===== src/rtl/rst_chain_pkg.sv =====
package rst_chain_pkg;

    localparam int N_STAGE = 5;
    localparam int IDX_W   = $clog2(N_STAGE + 1);
    localparam int REG_W   = 32;

    // stage positions in the release order
    localparam int STG_CLKGEN = 0;
    localparam int STG_PHY    = 1;

    // register byte offsets
    localparam int OFF_CTRL = 'h0;
    localparam int OFF_STAT = 'h4;
    localparam int OFF_HOLD = 'h8;

    localparam int STAT_DONE_BIT = 8;
    localparam int STAT_TERR_BIT = 9;

    typedef enum logic [1:0] {
        GATE_NONE,
        GATE_LOCK,
        GATE_READY
    } gate_e;

    typedef struct packed {
        logic             terr;
        logic             done;
        logic [IDX_W-1:0] idx;
    } seq_stat_t;

    function automatic gate_e stage_gate(input logic [IDX_W-1:0] idx);
        if (idx == IDX_W'(STG_CLKGEN))
            return GATE_NONE;
        else if (idx == IDX_W'(STG_PHY))
            return GATE_LOCK;
        else
            return GATE_READY;
    endfunction

    function automatic logic [REG_W-1:0] pack_stat(input seq_stat_t s);
        logic [REG_W-1:0] r;
        r                = '0;
        r[IDX_W-1:0]     = s.idx;
        r[STAT_DONE_BIT] = s.done;
        r[STAT_TERR_BIT] = s.terr;
        return r;
    endfunction

endpackage


===== src/rtl/rst_chain_sync.sv =====
module rst_chain_sync #(
    parameter int W         = 1,
    parameter bit ASYNC_SET = 1'b0
) (
    input  logic         clk,
    input  logic         rst_in,
    input  logic [W-1:0] d,
    output logic [W-1:0] q
);

    logic [W-1:0] s0;
    logic [W-1:0] s1;

    generate
        if (ASYNC_SET) begin : g_aset
            // asserts at once, releases through two flops
            always_ff @(posedge clk or posedge rst_in) begin
                if (rst_in) begin
                    s0 <= '1;
                    s1 <= '1;
                end else begin
                    s0 <= d;
                    s1 <= s0;
                end
            end


            sync_release_chk: assert property (@(posedge clk) disable iff (rst_in)
                $fell(s1[0]) |-> !$past(rst_in, 2));
        end else begin : g_plain
            always_ff @(posedge clk) begin
                if (rst_in) begin
                    s0 <= '0;
                    s1 <= '0;
                end else begin
                    s0 <= d;
                    s1 <= s0;
                end
            end
        end
    endgenerate

    assign q = s1;

endmodule


===== src/rtl/rst_chain_regs.sv =====
module rst_chain_regs
    import rst_chain_pkg::*;
#(
    parameter int ADDR_W       = 4,
    parameter int CNT_W        = 16,
    parameter int HOLD_DEFAULT = 16
) (
    input  logic              clk,
    input  logic              rst,
    input  logic              wen,
    input  logic [ADDR_W-1:0] addr,
    input  logic [REG_W-1:0]  wdata,
    input  seq_stat_t         stat,
    output logic [REG_W-1:0]  rdata,
    output logic [CNT_W-1:0]  holdoff,
    output logic              soft_trig
);

    logic sel_ctrl;
    logic sel_stat;
    logic sel_hold;
    logic [CNT_W-1:0] hold_wr;

    assign sel_ctrl = (addr == ADDR_W'(OFF_CTRL));
    assign sel_stat = (addr == ADDR_W'(OFF_STAT));
    assign sel_hold = (addr == ADDR_W'(OFF_HOLD));

    // write-one pulse, never stored
    assign soft_trig = wen && sel_ctrl && wdata[0];

    // oversized hold-off values clamp to the field maximum
    assign hold_wr = (|wdata[REG_W-1:CNT_W]) ? '1 : wdata[CNT_W-1:0];

    always_ff @(posedge clk) begin
        if (rst)
            holdoff <= CNT_W'(HOLD_DEFAULT);
        else if (wen && sel_hold)
            holdoff <= hold_wr;
    end

    always_comb begin
        rdata = '0;
        if (sel_stat)
            rdata = pack_stat(stat);
        else if (sel_hold)
            rdata = REG_W'(holdoff);
    end


    hold_ro_chk: assert property (@(posedge clk) disable iff (rst)
        !(wen && sel_hold) |=> $stable(holdoff));

endmodule


===== src/rtl/rst_chain_fsm.sv =====
module rst_chain_fsm
    import rst_chain_pkg::*;
#(
    parameter int CNT_W       = 16,
    parameter int TIMEOUT_CYC = 1024
) (
    input  logic               clk,
    input  logic               rst,
    input  logic               trig,
    input  logic               lock_s,
    input  logic               ready_s,
    input  logic [CNT_W-1:0]   holdoff,
    output logic [N_STAGE-1:0] stage_rst,
    output seq_stat_t          stat
);

    localparam logic [CNT_W-1:0] TO_LIM = CNT_W'(TIMEOUT_CYC);

    logic [IDX_W-1:0] idx;
    logic [CNT_W-1:0] cnt;
    logic             terr;

    gate_e gate;
    logic  active;
    logic  hold_met;
    logic  gate_ok;
    logic  norm_rel;
    logic  to_rel;

    assign gate     = stage_gate(idx);
    assign active   = (idx < IDX_W'(N_STAGE));
    assign hold_met = (cnt >= holdoff);

    always_comb begin
        case (gate)
            GATE_NONE: gate_ok = 1'b1;
            GATE_LOCK: gate_ok = lock_s;
            default:   gate_ok = ready_s;
        endcase
    end

    assign norm_rel = active && hold_met && gate_ok;
    assign to_rel   = active && (gate == GATE_LOCK) && !norm_rel && (cnt >= TO_LIM);

    always_ff @(posedge clk) begin
        if (rst || trig) begin
            idx  <= '0;
            cnt  <= '0;
            terr <= 1'b0;
        end else if (norm_rel || to_rel) begin
            idx <= idx + IDX_W'(1);
            cnt <= '0;
            if (to_rel)
                terr <= 1'b1;
        end else if (active && (cnt != '1)) begin
            cnt <= cnt + CNT_W'(1);
        end
    end

    generate
        for (genvar k = 0; k < N_STAGE; k++) begin : g_out
            assign stage_rst[k] = (idx <= IDX_W'(k));
        end
    endgenerate

    assign stat.idx  = idx;
    assign stat.done = !active;
    assign stat.terr = terr;


    one_release_chk: assert property (@(posedge clk) disable iff (rst)
        $countones($past(stage_rst) & ~stage_rst) <= 1);


    hold_chk: assert property (@(posedge clk) disable iff (rst)
        ($countones($past(stage_rst) & ~stage_rst) == 1) |->
            (($past(cnt) >= $past(holdoff)) || $rose(terr)));


    lock_gate_chk: assert property (@(posedge clk) disable iff (rst)
        $fell(stage_rst[STG_PHY]) |-> ($past(lock_s) || $rose(terr)));


    timeout_chk: assert property (@(posedge clk) disable iff (rst)
        $rose(terr) |-> (($past(cnt) >= TO_LIM) && !$past(lock_s)));


    restart_chk: assert property (@(posedge clk) disable iff (rst)
        trig |=> ((&stage_rst) && (idx == '0)));

    generate
        for (genvar k = 1; k < N_STAGE; k++) begin : g_chk

            order_chk: assert property (@(posedge clk) disable iff (rst)
                $fell(stage_rst[k]) |-> !$past(stage_rst[k-1]));
            if (k > STG_PHY) begin : g_rdy

                ready_gate_chk: assert property (@(posedge clk) disable iff (rst)
                    $fell(stage_rst[k]) |-> $past(ready_s));
            end
        end
    endgenerate

endmodule


===== src/rtl/rst_chain_seq.sv =====
module rst_chain_seq
    import rst_chain_pkg::*;
#(
    parameter int ADDR_W       = 4,
    parameter int CNT_W        = 16,
    parameter int TIMEOUT_CYC  = 1024,
    parameter int HOLD_DEFAULT = 16
) (
    input  logic               clk,
    input  logic               por_in,
    input  logic               reg_wen,
    input  logic [ADDR_W-1:0]  reg_addr,
    input  logic [REG_W-1:0]   reg_wdata,
    output logic [REG_W-1:0]   reg_rdata,
    input  logic               pll_locked,
    input  logic               xcvr_ready,
    output logic [N_STAGE-1:0] rst_out
);

    logic               hard_q;
    logic [1:0]         stat_s;
    logic [CNT_W-1:0]   holdoff;
    logic               soft_trig;
    logic [N_STAGE-1:0] stage_rst;
    seq_stat_t          stat;

    rst_chain_sync #(.W(1), .ASYNC_SET(1'b1)) u_por_sync (
        .clk    (clk),
        .rst_in (por_in),
        .d      (1'b0),
        .q      (hard_q)
    );

    rst_chain_sync #(.W(2), .ASYNC_SET(1'b0)) u_stat_sync (
        .clk    (clk),
        .rst_in (hard_q),
        .d      ({xcvr_ready, pll_locked}),
        .q      (stat_s)
    );

    rst_chain_regs #(
        .ADDR_W       (ADDR_W),
        .CNT_W        (CNT_W),
        .HOLD_DEFAULT (HOLD_DEFAULT)
    ) u_regs (
        .clk       (clk),
        .rst       (hard_q),
        .wen       (reg_wen),
        .addr      (reg_addr),
        .wdata     (reg_wdata),
        .stat      (stat),
        .rdata     (reg_rdata),
        .holdoff   (holdoff),
        .soft_trig (soft_trig)
    );

    rst_chain_fsm #(
        .CNT_W       (CNT_W),
        .TIMEOUT_CYC (TIMEOUT_CYC)
    ) u_fsm (
        .clk       (clk),
        .rst       (hard_q),
        .trig      (soft_trig),
        .lock_s    (stat_s[0]),
        .ready_s   (stat_s[1]),
        .holdoff   (holdoff),
        .stage_rst (stage_rst),
        .stat      (stat)
    );

    // hard reset overrides every stage without waiting for an edge
    assign rst_out = stage_rst | {N_STAGE{hard_q}};

endmodule


===== config.mk =====
export PLATFORM = sky130hd
export DESIGN_NAME = rst_chain_seq
export DESIGN_NICKNAME = d
export VERILOG_FILES = /design/src/rtl/rst_chain_pkg.sv /design/src/rtl/rst_chain_sync.sv /design/src/rtl/rst_chain_regs.sv /design/src/rtl/rst_chain_fsm.sv /design/src/rtl/rst_chain_seq.sv
export SDC_FILE = /design/constraint.sdc
export NUM_CORES = 1
export LEC_CHECK = 0
export ABC_CLOCK_PERIOD_IN_PS = 2100
export BUFFER_PORTS_ARGS = -buffer_cell sky130_fd_sc_hd__buf_2
export CAP_MARGIN = 20
export CORE_ASPECT_RATIO = 0.6
export CORE_MARGIN = 3
export CORE_UTILIZATION = 47
export DETAILED_ROUTE_END_ITERATION = 7
export PLACE_DENSITY = 0.79
export SYNTH_ARGS = -nofsm -noshare
export SYNTH_HDL_FRONTEND = slang
export SYNTH_SLANG_ARGS = --single-unit

===== constraint.sdc =====
create_clock -name clk -period 2.1 [get_ports clk]
set_input_delay 0.315 -clock clk [delete_from_list [all_inputs] [get_ports clk]]
set_output_delay 0.315 -clock clk [all_outputs]
set_load 0.01 [all_outputs]

==> impl_results.md <==
* Antenna Violating Nets Remaining at 0
* FF+latch count, synth at 42
* Psw at 369 uW
* Boundary Pins at 78
* Filler cells at 472
* Final setup fails at 0
* Type of the worst min-delay path: in -> async
* Worst-margin pin slew at 668 ps
* Max Root-Sink Buffers at 2
* Sw Share at 0.243
* MaxCap Viol Count at 0
* Post-synth EDFFs at 0
* Via density at 5.11
* Final Max Tran Viols at 0
* Initial DRC count at 104
* WL per Instance at 13.8 um
* CP delay by family, top: compound AO/OA/AOI/OAI gates
* Diodes inserted at 0
* Yosys top cell area share at 0.314
* Pleak at 0.00139 uW
* I/O Buffers at 61
* PwrDens at 479 nW/um^2
* Worst setup EP type: flop
* Die area at 6380 um^2
* Max H-tree Level at 2
* Seq/Total Area, Yosys at 0.334
* CP required at 2320 ps
* Share of cells above drive strength 1 at 0.297
* Initial Util at 0.495
* Total track usage at 0.192
* Largest cells by area after synthesis: dfxtp_1, ha_1, nor2_1
* Mapped cell area at 2550 um^2
* Final total power at 1520 uW
* Pre-Repair DR Iteration Count at 4
* Cell Rows at 20
* Period minus WS final at 2040 ps
* Hpwl dp at 4.77 mm
* Arrival time at the worst endpoint at 2270 ps
* Slew HR at 0.555
* Worst-skew pair later-pin latency at 290 ps
* Comb power frac at 0.092
* Reg area at 858 um^2
* Hold Fails Final Rpt at 0
* Gr ovfl total at 0
* Mean Syn Cell Area at 8.29 um^2
* Total Wirelength at 6.26 mm
* Max Clock Freq at 0.490 GHz
* Peak supply drop at 0.000287 V
* Worst Path Max Fanout at 8
* Yosys top cell by area: dfxtp_1
* Final Skew at 8.72 ps
* Core ar. at 5150 um^2
* Number of global-route vias before repair at 2207
* Status: completed
* Detailed-route via count at 2315
* TritonCTS Buffers at 5
* Multi-input logic area at 1610 um^2
* Slowest-stage cell, CP: a311oi_2
* Synth Flop Type: dfxtp_1
* GP Congestion at 0.922
* Async SR Flop Fraction at 0.0476
* WS Path Type: reg -> reg
* Final cycle utilization of the critical path at 0.972
* Largest net degree at the start of global routing at 25
* Clock Power Share at 0.357
* Fin Hold WS at 34.7 ps
* Die X at 101 um
* Syn Inst Count at 308
* Sequential power share at 0.552
* CTS tree: yes
* Die H at 63.1 um
* YS warnings at 0
* Drt drc at 0
* Number of buffers and inverters on the critical path at 2
* Critical path's largest stage delay at 390 ps
* Final net count at 449
* Worst path cell trace: inv_1, ha_1, nand4_1, nor2_1, a311oi_2, a41o_4, nand3_4, buf_6, a21oi_1
* Sink Count at 42
* Unique masters post-synth at 51
* Startpoint types: flop
* Layout area overhead at 24.0%
* Root buffer cell: clkbuf_8
* CTS clock-pin slew for the worst setup and hold paths at 80 ps
* Pint at 1150 uW
* Antenna violations before repair at 0
* First-pass GRT wire length at 9.94 mm
-- Yosys cell counts, types with 2 or more instances --
master and count:
and2_1 13, xor2_1 7, a21o_1 2, and3_4 2, buf_4 16, nand4_1 7
o21ai_0 3, buf_2 3, o21a_1 2, a41oi_1 2, xnor2_1 7, nor2b_1 5
or3_1 2, dfxtp_1 40, nand2b_1 4, nor4_1 5, nor2_1 57, clkbuf_1 3
nand3_1 11, nor3_1 19, nand2_1 13, dfstp_2 2, a22o_1 4, inv_1 21
ha_1 22, a21oi_1 11
-- final cells by class --
| type | count | share of cell area |
|---|---|---|
| Clock buffer | 7 | 0.0273 |
| Clock inverter | 1 | 0.00158 |
| Inverter | 22 | 0.0261 |
| Multi-Input combinational cell | 237 | 0.509 |
| Sequential cell | 42 | 0.271 |
| Tap cell | 66 | 0.0261 |
| Timing Repair Buffer | 78 | 0.139 |
-- registers in the layout, summed over array words and instances (netlist names) --
name and cells:
u_regs.holdoff 16, u_por_sync.q 1, u_fsm.terr 1, u_fsm.idx 3, u_stat_sync.s0 2, u_fsm.cnt 16, u_stat_sync.q 2, u_por_sync.s0 1
-- final timing paths --
| path | slack (ps) | cells after the start | endpoint | start |
|---|---|---|---|---|
| min in group clk | 230 | 2 | u_stat_sync.s0[1] | xcvr_ready |
| worst min register to register | 360 | 0 | u_por_sync.q | u_por_sync.s0 |
| worst min-delay path | 30 | 2 | u_por_sync.s0 | por_in |
| worst max-delay path | 60 | 9 | u_fsm.cnt[1] | u_regs.holdoff[13] |
| worst max register to register | 60 | 9 | u_fsm.cnt[1] | u_regs.holdoff[13] |
| max in group asynchronous | 2050 | 2 | u_por_sync.q | por_in |
-- per-layer routing --
metal,GRT usage,routed length (um),vias to the layer above
li1,-,-,1168
met1,0.268,2820,1066
met2,0.309,2930,79
met3,0.0387,497,2
met4,0.0332,20,0
met5,0,0,-
-- cell families after synthesis --
| group | after synthesis | share of synthesized area |
|---|---|---|
| and+or+nand+nor | 149 | 0.307 |
| buffers and inverters | 45 | 0.0941 |
| DFF | 42 | 0.334 |
| AOI/OAI and AO/OA | 34 | 0.103 |
| adders and majority gates | 22 | 0.108 |
| xor gates and xnor gates | 14 | 0.0480 |
| other | 1 | 0.00147 |
| muxes | 1 | 0.00392 |
-- metrics by stage --
| step | setup TNS, ps | setup WS [ps] | util | cells | area, um^2 |
|---|---|---|---|---|---|
| floorplan | 0 | 68.1 | - | 324 | 2610 |
| global placement | 0 | 73.0 | 0.575 | 444 | 2960 |
| detailed placement | -15.2 | -13.6 | 0.575 | 444 | 2960 |
| CTS | 0 | 0.788 | 0.594 | 452 | 3060 |
| global route | -129 | -23.5 | 0.614 | 453 | 3170 |
| finish | 0 | 58.1 | 0.614 | 453 | 3170 |
-- power by group through the flow --
stage | clock network, uW | registers (uW) | logic, uW
3_5_place_dp | 0 | 855 | 130
3_3_place_gp | 0 | 854 | 127
5_1_grt | 587 | 840 | 156
4_1_cts | 557 | 836 | 132
6_report | 540 | 837 | 139
2_1_floorplan | 0 | 846 | 98.6
-- layout by cell type (no fill, tap or decap), types with 2 or more instances in the layout --
cell,n
and2_1,13
clkbuf_8,6
inv_1,21
buf_6,2
xor2_1,7
nand4_1,7
nor2b_1,5
buf_2,61
nand2_1,13
nor3_1,18
ha_4,2
dfstp_2,2
o21a_1,2
nand3_1,10
or3_1,2
nor2_2,2
a21o_1,2
a21oi_1,8
nor3_2,2
and3_4,2
a21oi_2,3
nor4_1,5
dfxtp_2,4
dfxtp_1,36
nand2b_1,4
nor2_1,55
o21ai_0,2
xnor2_1,7
buf_4,15
ha_1,20
a22o_1,4
conb_1,17
-- repair_timing --
| item | in CTS | in global routing |
|---|---|---|
| buffers inserted | 0 | 1 |
| setup endpoints to repair | 15 | 18 |
| cloned | 0 | 0 |
| gates resized for setup | 1 | 20 |
| hold endpoints to repair | 0 | 0 |
| pin swaps | 0 | 5 |
| hold buffers | 0 | 0 |
No activity file was read; power rests on OpenSTA's default activity.
